### config.mk
export PLATFORM = sky130hd
export DESIGN_NAME = cpu_clk_ctrl
export DESIGN_NICKNAME = d
export VERILOG_FILES = /design/src/rtl/ccc_pkg.sv /design/src/rtl/ccc_startup.sv /design/src/rtl/ccc_divider.sv /design/src/rtl/ccc_clkout.sv /design/src/rtl/cpu_clk_ctrl.sv
export SDC_FILE = /design/constraint.sdc
export NUM_CORES = 1
export LEC_CHECK = 0
export CAP_MARGIN = 30
export CORE_UTILIZATION = 50
export DETAILED_ROUTE_END_ITERATION = 7
export PLACE_DENSITY = 0.8
export REMOVE_ABC_BUFFERS = 1
export SYNTH_ARGS = -nofsm -noshare
export SYNTH_HDL_FRONTEND = slang
export SYNTH_HIERARCHICAL = 1
export SYNTH_SLANG_ARGS = --single-unit
### constraint.sdc
create_clock -name clk_i -period 5.4 [get_ports clk_i]
set_clock_uncertainty 0.05 [all_clocks]
set_input_delay 1.08 -clock clk_i [delete_from_list [all_inputs] [get_ports clk_i]]
set_output_delay 1.08 -clock clk_i [all_outputs]
set_load 0.05 [all_outputs]
### src/rtl/ccc_pkg.sv
package ccc_pkg;
  typedef enum logic [1:0] {
    SRC_RC   = 2'b00,
    SRC_WDO  = 2'b01,
    SRC_EXT  = 2'b10,
    SRC_XTAL = 2'b11
  } src_e;
endpackage

### src/rtl/ccc_startup.sv
module ccc_startup #(
  parameter int XTAL_CNT  = 992,
  parameter int SHORT_CNT = 32
) (
  input  logic clk_i,
  input  logic rst_ni,
  input  logic wake_i,
  input  logic xtal_i,
  output logic ready_o
);
  localparam int SW = $clog2(XTAL_CNT + 1);
  localparam logic [SW-1:0] XL = SW'(XTAL_CNT);
  localparam logic [SW-1:0] SL = SW'(SHORT_CNT);

  logic [SW-1:0] cnt_q;
  logic          pend_q;

  always_ff @(posedge clk_i or negedge rst_ni) begin
    if (!rst_ni) begin
      cnt_q  <= '0;
      pend_q <= 1'b1;
    end else if (pend_q || wake_i) begin
      cnt_q  <= xtal_i ? XL : SL;
      pend_q <= 1'b0;
    end else if (cnt_q != '0) begin
      cnt_q <= cnt_q - SW'(1);
    end
  end

  assign ready_o = !pend_q && (cnt_q == '0);


  wake_drops_ready_chk: assert property (@(posedge clk_i) disable iff (!rst_ni)
    wake_i |=> !ready_o);

  ready_holds_chk: assert property (@(posedge clk_i) disable iff (!rst_ni)
    (ready_o && !wake_i) |=> ready_o);
endmodule

### src/rtl/ccc_divider.sv
module ccc_divider #(
  parameter int DIV_W = 8
) (
  input  logic             clk_i,
  input  logic             rst_ni,
  input  logic             run_i,
  input  logic             we_i,
  input  logic [DIV_W-1:0] wdata_i,
  output logic             tick_o,
  output logic [DIV_W-1:0] div_o
);
  localparam int CW = DIV_W + 1;

  logic [DIV_W-1:0] nxt_q, act_q;
  logic [CW-1:0]    cnt_q;
  logic [CW-1:0]    last;
  logic             tc, load;

  assign last   = {act_q, 1'b0} - CW'(1);
  assign tc     = (act_q == '0) || (cnt_q == last);
  assign tick_o = run_i && tc;
  // ratio is only committed at a period boundary or while halted
  assign load   = !run_i || tc;

  always_ff @(posedge clk_i or negedge rst_ni) begin
    if (!rst_ni) nxt_q <= '0;
    else if (we_i) nxt_q <= wdata_i;
  end

  always_ff @(posedge clk_i or negedge rst_ni) begin
    if (!rst_ni) begin
      act_q <= '0;
      cnt_q <= '0;
    end else if (load) begin
      act_q <= nxt_q;
      cnt_q <= '0;
    end else begin
      cnt_q <= cnt_q + CW'(1);
    end
  end

  assign div_o = act_q;


  cnt_in_range_chk: assert property (@(posedge clk_i) disable iff (!rst_ni)
    (act_q != '0) |-> (cnt_q < {act_q, 1'b0}));

  ratio_at_boundary_chk: assert property (@(posedge clk_i) disable iff (!rst_ni)
    !$stable(act_q) |-> $past(load));
endmodule

### src/rtl/ccc_clkout.sv
module ccc_clkout (
  input  logic clk_i,
  input  logic rst_ni,
  input  logic run_i,
  input  logic tick_i,
  input  logic allow_i,
  output logic per_en_o,
  output logic clkout_o
);
  logic ph_q, co_q;

  always_ff @(posedge clk_i or negedge rst_ni) begin
    if (!rst_ni) ph_q <= 1'b0;
    else if (!run_i) ph_q <= 1'b0;
    else if (tick_i) ph_q <= !ph_q;
  end

  always_ff @(posedge clk_i or negedge rst_ni) begin
    if (!rst_ni) co_q <= 1'b0;
    else if (!allow_i) co_q <= 1'b0;
    else if (tick_i) co_q <= !co_q;
  end

  assign per_en_o = tick_i && ph_q;
  assign clkout_o = co_q;


  per_in_tick_chk: assert property (@(posedge clk_i) disable iff (!rst_ni)
    per_en_o |-> tick_i);

  gated_low_chk: assert property (@(posedge clk_i) disable iff (!rst_ni)
    !allow_i |=> !clkout_o);

  toggle_on_tick_chk: assert property (@(posedge clk_i) disable iff (!rst_ni)
    (tick_i && allow_i) |=> (clkout_o != $past(clkout_o)));
endmodule

### src/rtl/cpu_clk_ctrl.sv
module cpu_clk_ctrl
  import ccc_pkg::*;
#(
  parameter int DIV_W      = 8,
  parameter int XTAL_CNT   = 992,
  parameter int SHORT_CNT  = 32,
  parameter int OSC_KHZ    = 18000,
  parameter int LP_MAX_KHZ = 8000
) (
  input  logic             clk_i,
  input  logic             rst_ni,
  input  logic             wake_i,
  input  logic [1:0]       src_sel_i,
  input  logic             div_we_i,
  input  logic [DIV_W-1:0] div_wdata_i,
  input  logic             cfg_we_i,
  input  logic             cfg_clkout_en_i,
  input  logic             cfg_lowpwr_i,
  input  logic             rtc_xtal_i,
  output logic             cpu_en_o,
  output logic             per_en_o,
  output logic             clkout_o,
  output logic             ready_o,
  output logic             lowpwr_o
);
  src_e             src;
  logic             xtal_sel, ready, tick, allow, lp_ok;
  logic             en_q, lp_q;
  logic [DIV_W-1:0] div_act;
  logic [31:0]      ratio;

  assign src      = src_e'(src_sel_i);
  assign xtal_sel = (src == SRC_XTAL);

  ccc_startup #(.XTAL_CNT(XTAL_CNT), .SHORT_CNT(SHORT_CNT)) u_start (
    .clk_i, .rst_ni, .wake_i, .xtal_i(xtal_sel), .ready_o(ready)
  );

  ccc_divider #(.DIV_W(DIV_W)) u_div (
    .clk_i, .rst_ni, .run_i(ready), .we_i(div_we_i), .wdata_i(div_wdata_i),
    .tick_o(tick), .div_o(div_act)
  );

  assign allow = en_q && !xtal_sel && !rtc_xtal_i;

  ccc_clkout u_co (
    .clk_i, .rst_ni, .run_i(ready), .tick_i(tick), .allow_i(allow),
    .per_en_o, .clkout_o
  );

  assign ratio = (div_act == '0) ? 32'd1 : (32'(div_act) << 1);
  assign lp_ok = (32'(OSC_KHZ) <= 32'(LP_MAX_KHZ) * ratio);

  always_ff @(posedge clk_i or negedge rst_ni) begin
    if (!rst_ni) begin
      en_q <= 1'b0;
      lp_q <= 1'b0;
    end else if (cfg_we_i) begin
      en_q <= cfg_clkout_en_i;
      if (!cfg_lowpwr_i) lp_q <= 1'b0;
      else if (lp_ok)    lp_q <= 1'b1;
    end
  end

  assign cpu_en_o = tick;
  assign ready_o  = ready;
  assign lowpwr_o = lp_q;


  en_needs_ready_chk: assert property (@(posedge clk_i) disable iff (!rst_ni)
    cpu_en_o |-> ready_o);

  lp_permitted_chk: assert property (@(posedge clk_i) disable iff (!rst_ni)
    $rose(lowpwr_o) |-> $past(lp_ok));
endmodule

==> results of run 1 <==
[cell type report]
| cell class | count | area, um^2 |
|---|---|---|
| multi-input combinational | 280 | 2552 |
| tap | 99 | 123.9 |
| sequential | 40 | 1002 |
| clock buffer | 5 | 68.82 |
| inverter | 57 | 214.0 |
| clock inverter | 3 | 23.77 |
| timing repair buffer | 31 | 282.8 |
| fill | 609 | 3063 |
[per-layer routing]
layer,part of all wire,global-route usage
met1,0.48,0.2572
met2,0.49,0.3463
met5,0,0
met4,0.011,0.04762
met3,0.020,0.02216
[sequential cells by signal, summed over array words and instances, names as in the netlist]
signal          cells
lowpwr_o            1
u_div/div_o         8
en_q                1
u_start/pend_q      1
u_co/clkout_o       1
u_div/cnt_q         9
u_start/cnt_q      10
u_co/ph_q           1
u_div/nxt_q         8
[Yosys cell counts, drive strengths merged, types with 6 or more instances]
cell / count
inv: 57
ha: 45
dfrtp: 39
nor2: 34
fa: 22
xnor2: 18
nand2: 16
mux2: 14
xor2: 13
a21oi: 12
nand3: 10
o21ai: 7
a32o: 6
and2: 6
clkbuf: 6
nor3: 6
[cell families (layout without fill, tap and decap cells)]
family	after synthesis	in the layout	share of synthesized area
adder cells (fa/ha/maj)	67	67	0.2630
multiplexers	16	16	0.04657
AO/OA/AOI/OAI	56	56	0.1220
other	2	4	0.001969
XOR/XNOR	31	31	0.07314
flip-flops	40	40	0.2627
AND/OR/NAND/NOR	106	106	0.1604
buffers and inverters	66	96	0.07019
[how the worst max path moves through the flow]
stage          depth (start not counted)  slack (ns)                          from              endpoint
2_1_floorplan                          7       -0.27  u_start/cnt_q[0]$_DFFE_PN0P_              per_en_o
3_3_place_gp                          19        0.51    u_div/div_o[3]$_DFFE_PN0P_  lowpwr_o$_DFFE_PN0P_
3_5_place_dp                          19        0.25    u_div/div_o[3]$_DFFE_PN0P_  lowpwr_o$_DFFE_PN0P_
4_1_cts                               19        0.25    u_div/div_o[3]$_DFFE_PN0P_  lowpwr_o$_DFFE_PN0P_
5_1_grt                               19        0.07    u_div/div_o[4]$_DFFE_PN0P_  lowpwr_o$_DFFE_PN0P_
6_report                              19        0.42    u_div/div_o[5]$_DFFE_PN0P_  lowpwr_o$_DFFE_PN0P_
[metrics by stage]
step | setup WS (ns) | instances
2_1_floorplan | -0.2727 | 377
3_3_place_gp | 0.5103 | 504
3_5_place_dp | 0.2470 | 504
4_1_cts | 0.2536 | 512
5_1_grt | 0.06819 | 515
6_report | 0.4155 | 515
[repair_timing]
action | in CTS | in global routing
endpoints found under the hold margin | 0 | 0
setup endpoints to repair | 0 | 1
setup buffers | 0 | 3
resized for setup | 0 | 0
[layout by cell type, fill, tap and decap left out, types with 5 or more instances in the layout]
cell type | netlist | final
sky130_fd_sc_hd__inv_1 | 57 | 57
sky130_fd_sc_hd__ha_1 | 45 | 45
sky130_fd_sc_hd__dfrtp_1 | 39 | 39
sky130_fd_sc_hd__nor2_1 | 32 | 32
sky130_fd_sc_hd__fa_1 | 22 | 22
sky130_fd_sc_hd__clkdlybuf4s50_1 | 0 | 21
sky130_fd_sc_hd__xnor2_1 | 17 | 17
sky130_fd_sc_hd__nand2_1 | 16 | 16
sky130_fd_sc_hd__xor2_1 | 13 | 13
sky130_fd_sc_hd__mux2_2 | 13 | 13
sky130_fd_sc_hd__a21oi_1 | 11 | 11
sky130_fd_sc_hd__buf_4 | 0 | 9
sky130_fd_sc_hd__nand3_1 | 8 | 8
sky130_fd_sc_hd__o21ai_0 | 6 | 6
sky130_fd_sc_hd__nor3_1 | 6 | 6
sky130_fd_sc_hd__a32o_1 | 6 | 6
sky130_fd_sc_hd__and2_1 | 5 | 5
sky130_fd_sc_hd__clkbuf_8 | 0 | 5
[power by group]
| group | switching (W) | internal (W) | total, W |
|---|---|---|---|
| combinational | 0.000871 | 0.000703 | 0.00157 |
| sequential | 0.0000239 | 0.000321 | 0.000345 |
| clock | 0.000113 | 0.0000915 | 0.000205 |
| total | 0.00101 | 0.00112 | 0.00212 |
==> qor.log, run 1 <==
INFO  run_status     status=completed
INFO  worst_hold_path hold_path.class=register to register
INFO  synthesis      ys_async_sr_fraction=1.000
INFO  worst_setup_path critical_path_buf_inv_count=4
INFO  worst_setup_path worst-endpoint-arrival=5.11ns
INFO  floorplan      row_count=31
INFO  floorplan      starting_density=0.5204
INFO  timing         period_share=0.9231
INFO  flow_run       max-cap-violations=0
INFO  worst_setup_path r2r_slack=0.42ns
INFO  cts            htree_levels=2
INFO  cts            clkTransAtPathRegs=0.09ns
INFO  cts            clock-sinks=40
INFO  global_routing grt.total_usage=0.1959
INFO  timing         max_clock_freq=200.6MHz
INFO  synthesis      synth_enable_flop_cells=0
INFO  placement      placement.cell_area=4153um^2
INFO  worst_setup_path cp.required=5.53ns
INFO  power          power=0.002124W
INFO  worst_setup_path worstSetupStartpointType=register
INFO  timing         timing.slew.headroom=0.4142
INFO  worst_setup_path critPathMaxStageDelay=0.52ns
INFO  worst_hold_path holdPathEnd=u_div/div_o[2]$_DFFE_PN0P_
INFO  timing         timing_max_transition_violations_final=0
INFO  routing        route.detailed.vias_per_inst=5.359
INFO  cts            cts_hold_buffers=0
INFO  worst_hold_path startpoint_of_the_tightest_hold_check_path=u_div/nxt_q[2]$_DFFE_PN0P_
INFO  routing        dr_total_vias=2760
INFO  final_layout   final_cell_area=4268um^2
INFO  global_routing vias_in_the_first_global_route=2746
INFO  power          power_density_normalized_to_cell_area=497.6nW/um^2
INFO  routing        finalWirelength=7.034mm
INFO  worst_setup_path critPathKind=register to register
INFO  global_routing globalRouteOverflowTotal=0
INFO  worst_setup_path crit_path_max_fo=8
INFO  synthesis      synth_area=3815um^2
INFO  worst_setup_path regToRegStartpoint=u_div/div_o[5]$_DFFE_PN0P_
INFO  routing        firstDrtPassIters=4
INFO  timing         worst_slew_pin_slew=0.8786ns
INFO  routing        post-route-drc-count=0
INFO  cts            clockBufferDepth=2
INFO  global_routing pin_count_of_the_biggest_net_entering_global_routing=41
INFO  synthesis      yosys_warnings=6
INFO  timing         final_total_negative_setup_slack=0ns
INFO  timing         setup_violations=0
INFO  final_layout   syn2layout_area_growth=11.87%
INFO  global_routing grt_pass1_wl=12.16mm
INFO  synthesis      synth.yosys.seq_area_share=0.2627
INFO  routing        post_drt_wl_per_cell=13.66um
INFO  placement      place_congestion=0.8678
INFO  power          leakagePower=1.985nW
INFO  synthesis      yosys.cell_types.count=65
INFO  synthesis      count_of_mapped_cells_out_of_synthesis=384
INFO  worst_setup_path rr_endpoint=lowpwr_o$_DFFE_PN0P_
INFO  cts            worst_skew_pair.late_latency=0.30ns
INFO  routing        violation_count_after_the_first_detailed_route_iteration=97
INFO  floorplan      die_height=89.35um
INFO  worst_setup_path critical-path-top-delay-family=adder cells
INFO  floorplan      design.die.area=7983um^2
INFO  floorplan      die-width=89.35um
INFO  cts            cts_made_buffers=5
INFO  final_layout   nets=500
INFO  synthesis      yosysTopAreaCellShare=0.2558
INFO  placement      numPortBuffers=22
INFO  timing         fin_hold_ws=0.4523ns
INFO  worst_hold_path holdPathStages=1
INFO  cts            cts_tree=done
INFO  placement      dp.final_hpwl=5.621mm
INFO  cts            clockRootBuffer=sky130_fd_sc_hd__clkbuf_8
INFO  worst_setup_path slowest_stage=sky130_fd_sc_hd__fa_1
INFO  floorplan      io_pins=23
INFO  synthesis      post_synth_main_area_contributors=sky130_fd_sc_hd__dfrtp_1 (26%), sky130_fd_sc_hd__ha_1 (15%), sky130_fd_sc_hd__fa_1 (12%), sky130_fd_sc_hd__inv_1 (5.6%), sky130_fd_sc_hd__xnor2_1 (3.9%)
INFO  synthesis      synth_ff_type=sky130_fd_sc_hd__dfrtp_1
INFO  worst_setup_path cp-end-kind=register
INFO  final_layout   final_layout_size_suffix_gt1_frac=0.1418
INFO  worst_setup_path timing.reg2reg.worst_path_depth=19
INFO  synthesis      postSynthAreaPerCell=9.935um^2
INFO  timing         rsz0062_at_grt=no
INFO  routing        drtAntennaViolNets=0
INFO  synthesis      synth.ff_latch_count=40
INFO  final_layout   layout.core_utilization=0.5822
INFO  timing         final_period_minus_worst_setup_slack=4.985ns
INFO  timing         report.final.hold_viol_count=0
INFO  final_layout   diodes=0
INFO  power          vdd.ir_drop.worst=256.5uV
INFO  floorplan      fp.coreArea=7331um^2
INFO  synthesis      synth_largest_area_cell=sky130_fd_sc_hd__dfrtp_1
INFO  global_routing grt_antenna_before_repair=0
INFO  worst_setup_path cell_by_cell_trace_of_the_critical_path=inv_1 -> ha_1 -> nand4_1 -> nand2_1 -> fa_1 -> fa_1 -> inv_1 -> fa_1 -> inv_1 -> fa_1 -> inv_1 -> ha_1 -> o211ai_1 -> o211ai_1 -> o21a_1 -> and2_1 -> nor4_1 -> a311oi_1 -> a31oi_1
Power figures use the tool's default switching activity.
==> run 2, diff against run 1 <==
--- a/config.mk
+++ b/config.mk
@@ -6,6 +6,7 @@
 export NUM_CORES = 1
 export LEC_CHECK = 0
 export CAP_MARGIN = 30
+export CORE_ASPECT_RATIO = 1.1
 export CORE_UTILIZATION = 50
 export DETAILED_ROUTE_END_ITERATION = 7
 export PLACE_DENSITY = 0.8
==> constraint.sdc (replaced) <==
create_clock -name clk_i -period 6 [get_ports clk_i]
set_clock_uncertainty 0.05 [all_clocks]
set_input_delay 1.2 -clock clk_i [delete_from_list [all_inputs] [get_ports clk_i]]
set_output_delay 1.2 -clock clk_i [all_outputs]
set_load 0.05 [all_outputs]
==> run 2 against run 1 <==
Global-route usage shrank 0.38 points. Sequential cell count did not move. Worst setup slack better by 0.41 ns. Hold slack better by 0.0067 ns. Utilization is 1.6 points lower. Sequential power shrank 8.1%. Register-to-register slack improved by 0.41 ns. Combinational power is 10% lower.
==> qor.log, run 2 (synthesized netlist as in run 1, its figures left out) <==
INFO  run_status     status=completed [unchanged]
INFO  placement      dp.final_hpwl=5.625mm [was 5.621 mm]
INFO  timing         worst_slew_pin_slew=0.8516ns [was 0.8786 ns]
INFO  global_routing grt.total_usage=0.1921 [was 0.1959]
INFO  global_routing globalRouteOverflowTotal=0 [unchanged]
INFO  timing         report.final.hold_viol_count=0 [unchanged]
INFO  final_layout   diodes=0 [unchanged]
INFO  cts            clkTransAtPathRegs=0.08ns [was 0.09 ns]
INFO  routing        finalWirelength=6.886mm [was 7.034 mm]
INFO  worst_setup_path critPathMaxStageDelay=0.53ns [was 0.52 ns]
INFO  cts            cts_made_buffers=5 [unchanged]
INFO  power          vdd.ir_drop.worst=249.0uV [was 256.5 uV]
INFO  worst_setup_path critical_path_buf_inv_count=4 [unchanged]
INFO  worst_hold_path holdPathStages=1 [unchanged]
INFO  cts            cts_hold_buffers=0 [unchanged]
INFO  final_layout   largestRegisters=u_start/cnt_q x10, u_div/cnt_q x9 [unchanged]
INFO  timing         fin_hold_ws=0.4590ns [was 0.4523 ns]
INFO  timing         rsz0062_at_grt=no [unchanged]
INFO  final_layout   fillCellCount=655 [was 609]
INFO  cts            htree_levels=2 [unchanged]
INFO  final_layout   syn2layout_area_growth=10.23% [was 11.87%]
INFO  worst_setup_path cell_by_cell_trace_of_the_critical_path=inv_1 -> ha_1 -> nand4_1 -> nand2_1 -> fa_1 -> fa_1 -> inv_1 -> fa_1 -> inv_1 -> fa_1 -> inv_1 -> ha_1 -> o211ai_1 -> o211ai_1 -> o21a_1 -> and2_1 -> nor4_1 -> a311oi_1 -> a31oi_1 [unchanged]
INFO  cts            cts.repair.resized=0 [unchanged]
INFO  placement      place_congestion=0.8835 [was 0.8678]
INFO  worst_setup_path critical-path-top-delay-family=adder cells [unchanged]
INFO  cts            cts_tree=done [unchanged]
INFO  worst_setup_path worst-endpoint-arrival=5.30ns [was 5.11 ns]
INFO  routing        dr_total_vias=2718 [was 2760]
INFO  floorplan      design.die.area=7984um^2 [was 7983 um^2]
INFO  routing        post-route-drc-count=0 [unchanged]
INFO  worst_setup_path crit_cells=19 [unchanged]
INFO  worst_hold_path hold_path.class=register to register [unchanged]
INFO  timing         timing_max_transition_violations_final=0 [unchanged]
INFO  global_routing pin_count_of_the_biggest_net_entering_global_routing=41 [unchanged]
INFO  flow_run       max-cap-violations=0 [unchanged]
INFO  floorplan      io_pins=23 [unchanged]
INFO  cts            clockBufferDepth=2 [unchanged]
INFO  final_layout   most-common-layout-cells=sky130_fd_sc_hd__inv_1 (57), sky130_fd_sc_hd__ha_1 (45), sky130_fd_sc_hd__dfrtp_1 (39) [unchanged]
INFO  worst_setup_path critPathKind=register to register [unchanged]
INFO  routing        violation_count_after_the_first_detailed_route_iteration=100 [was 97]
INFO  final_layout   nets=493 [was 500]
INFO  floorplan      fp.coreArea=7432um^2 [was 7331 um^2]
INFO  timing         timing.slew.headroom=0.4323 [was 0.4142]
INFO  global_routing vias_in_the_first_global_route=2897 [was 2746]
INFO  timing         final_period_minus_worst_setup_slack=5.176ns [was 4.985 ns]
INFO  final_layout   final_layout_size_suffix_gt1_frac=0.1271 [was 0.1418]
INFO  floorplan      die-width=85.29um [was 89.35 um]
INFO  routing        drtAntennaViolNets=0 [unchanged]
INFO  floorplan      row_count=33 [was 31]
INFO  worst_setup_path rr_endpoint=lowpwr_o$_DFFE_PN0P_ [unchanged]
INFO  cts            clockRootBuffer=sky130_fd_sc_hd__clkbuf_8 [unchanged]
INFO  power          power_density_normalized_to_cell_area=455.0nW/um^2 [was 497.6 nW/um^2]
INFO  floorplan      die_height=93.61um [was 89.35 um]
INFO  worst_setup_path slowest_stage=sky130_fd_sc_hd__fa_1 [unchanged]
INFO  placement      numPortBuffers=22 [unchanged]
INFO  worst_setup_path cp.required=6.12ns [was 5.53 ns]
INFO  routing        firstDrtPassIters=4 [unchanged]
INFO  worst_setup_path timing.reg2reg.worst_path_depth=19 [unchanged]
INFO  worst_setup_path critical_path.endpoint=lowpwr_o$_DFFE_PN0P_ [unchanged]
INFO  final_layout   layout.cells.most_common=sky130_fd_sc_hd__inv_1 [unchanged]
INFO  worst_setup_path worstSetupStartpointType=register [unchanged]
INFO  global_routing grt_antenna_before_repair=0 [unchanged]
INFO  worst_setup_path crit_path_max_fo=10 [was 8]
INFO  routing        route.detailed.vias_per_inst=5.480 [was 5.359]
INFO  global_routing grt_pass1_wl=12.39mm [was 12.16 mm]
INFO  cts            worst_skew_pair.late_latency=0.29ns [was 0.30 ns]
INFO  worst_setup_path cp-end-kind=register [unchanged]
INFO  worst_setup_path regToRegStartpoint=u_div/div_o[3]$_DFFE_PN0P_ [was u_div/div_o[5]$_DFFE_PN0P_]
INFO  routing        post_drt_wl_per_cell=13.88um [was 13.66 um]
INFO  final_layout   top_register=u_start/cnt_q [unchanged]
INFO  worst_setup_path r2r_slack=0.82ns [was 0.42 ns]
INFO  timing         setup_violations=0 [unchanged]
INFO  cts            clock-sinks=40 [unchanged]
INFO  power          leakagePower=1.956nW [was 1.985 nW]
INFO  worst_setup_path critical_path.startpoint=u_div/div_o[3]$_DFFE_PN0P_ [was u_div/div_o[5]$_DFFE_PN0P_]
INFO  floorplan      starting_density=0.5133 [was 0.5204]
INFO  final_layout   largest_reg_flops=10 [unchanged]
INFO  timing         final_total_negative_setup_slack=0ns [unchanged]
INFO  cts            post_cts_buffers=0 [unchanged]
INFO  timing         period_share=0.8627 [was 0.9231]
INFO  timing         max_clock_freq=193.2MHz [was 200.6 MHz]
run 2: cell types whose count changed in the layout (fill, tap and decap cells not counted), sizes merged:
cell | previous run | this run
clkbuf | 5 | 6
buf | 10 | 3
clkinv | 1 | 0
run 2: layout make-up:
cell class	instances	area [um^2]	area share
clock buffers	6	82.58	0.01964
inverters	57	214.0	0.05088
multi-input cells	280	2552	0.6070
clock inverters	2	15.01	0.003570
well taps	87	108.9	0.02589
repair buffers	24	230.2	0.05475
flip-flops and latches	40	1002	0.2383
run 2: power by group:
part	internal (W)	switching (W)	total, W
Sequential	0.000289	0.0000278	0.000317
Combinational	0.000632	0.000777	0.00141
Clock	0.0000930	0.0000942	0.000187
Total	0.00101	0.000899	0.00191
run 2: worst min path at each step:
stage,start,end
after floorplan,u_div/nxt_q[2]$_DFFE_PN0P_,u_div/div_o[2]$_DFFE_PN0P_
after global placement,u_div/nxt_q[4]$_DFFE_PN0P_,u_div/div_o[4]$_DFFE_PN0P_
after detailed placement,u_div/nxt_q[7]$_DFFE_PN0P_,u_div/div_o[7]$_DFFE_PN0P_
after CTS,u_div/nxt_q[7]$_DFFE_PN0P_,u_div/div_o[7]$_DFFE_PN0P_
after global routing,u_div/nxt_q[3]$_DFFE_PN0P_,u_div/div_o[3]$_DFFE_PN0P_
final,en_q$_DFFE_PN0P_,en_q$_DFFE_PN0P_
run 2: metrics by stage:
| stage | setup WS (ns) | instances | total power (W) | util | cell area (um^2) |
|---|---|---|---|---|---|
| finish | 0.8238 | 496 | 0.001913 | 0.5658 | 4205 |
| global route | 0.4265 | 496 | 0.002140 | 0.5658 | 4205 |
| CTS | 0.8244 | 496 | 0.001928 | 0.5658 | 4205 |
| detailed placement | 0.8369 | 488 | 0.001723 | 0.5527 | 4108 |
| global placement | 1.034 | 488 | 0.001670 | 0.5527 | 4108 |
| floorplan | 0.2073 | 377 | 0.001449 | - | 3769 |
run 2: per-layer routing:
layer / up-vias / share of wire / track usage
met5: - / 0 / 0
met4: 0 / 0.018 / 0.06250
met3: 11 / 0.023 / 0.02736
met2: 36 / 0.53 / 0.3515
met1: 1318 / 0.43 / 0.2318
li1: 1353 / - / -
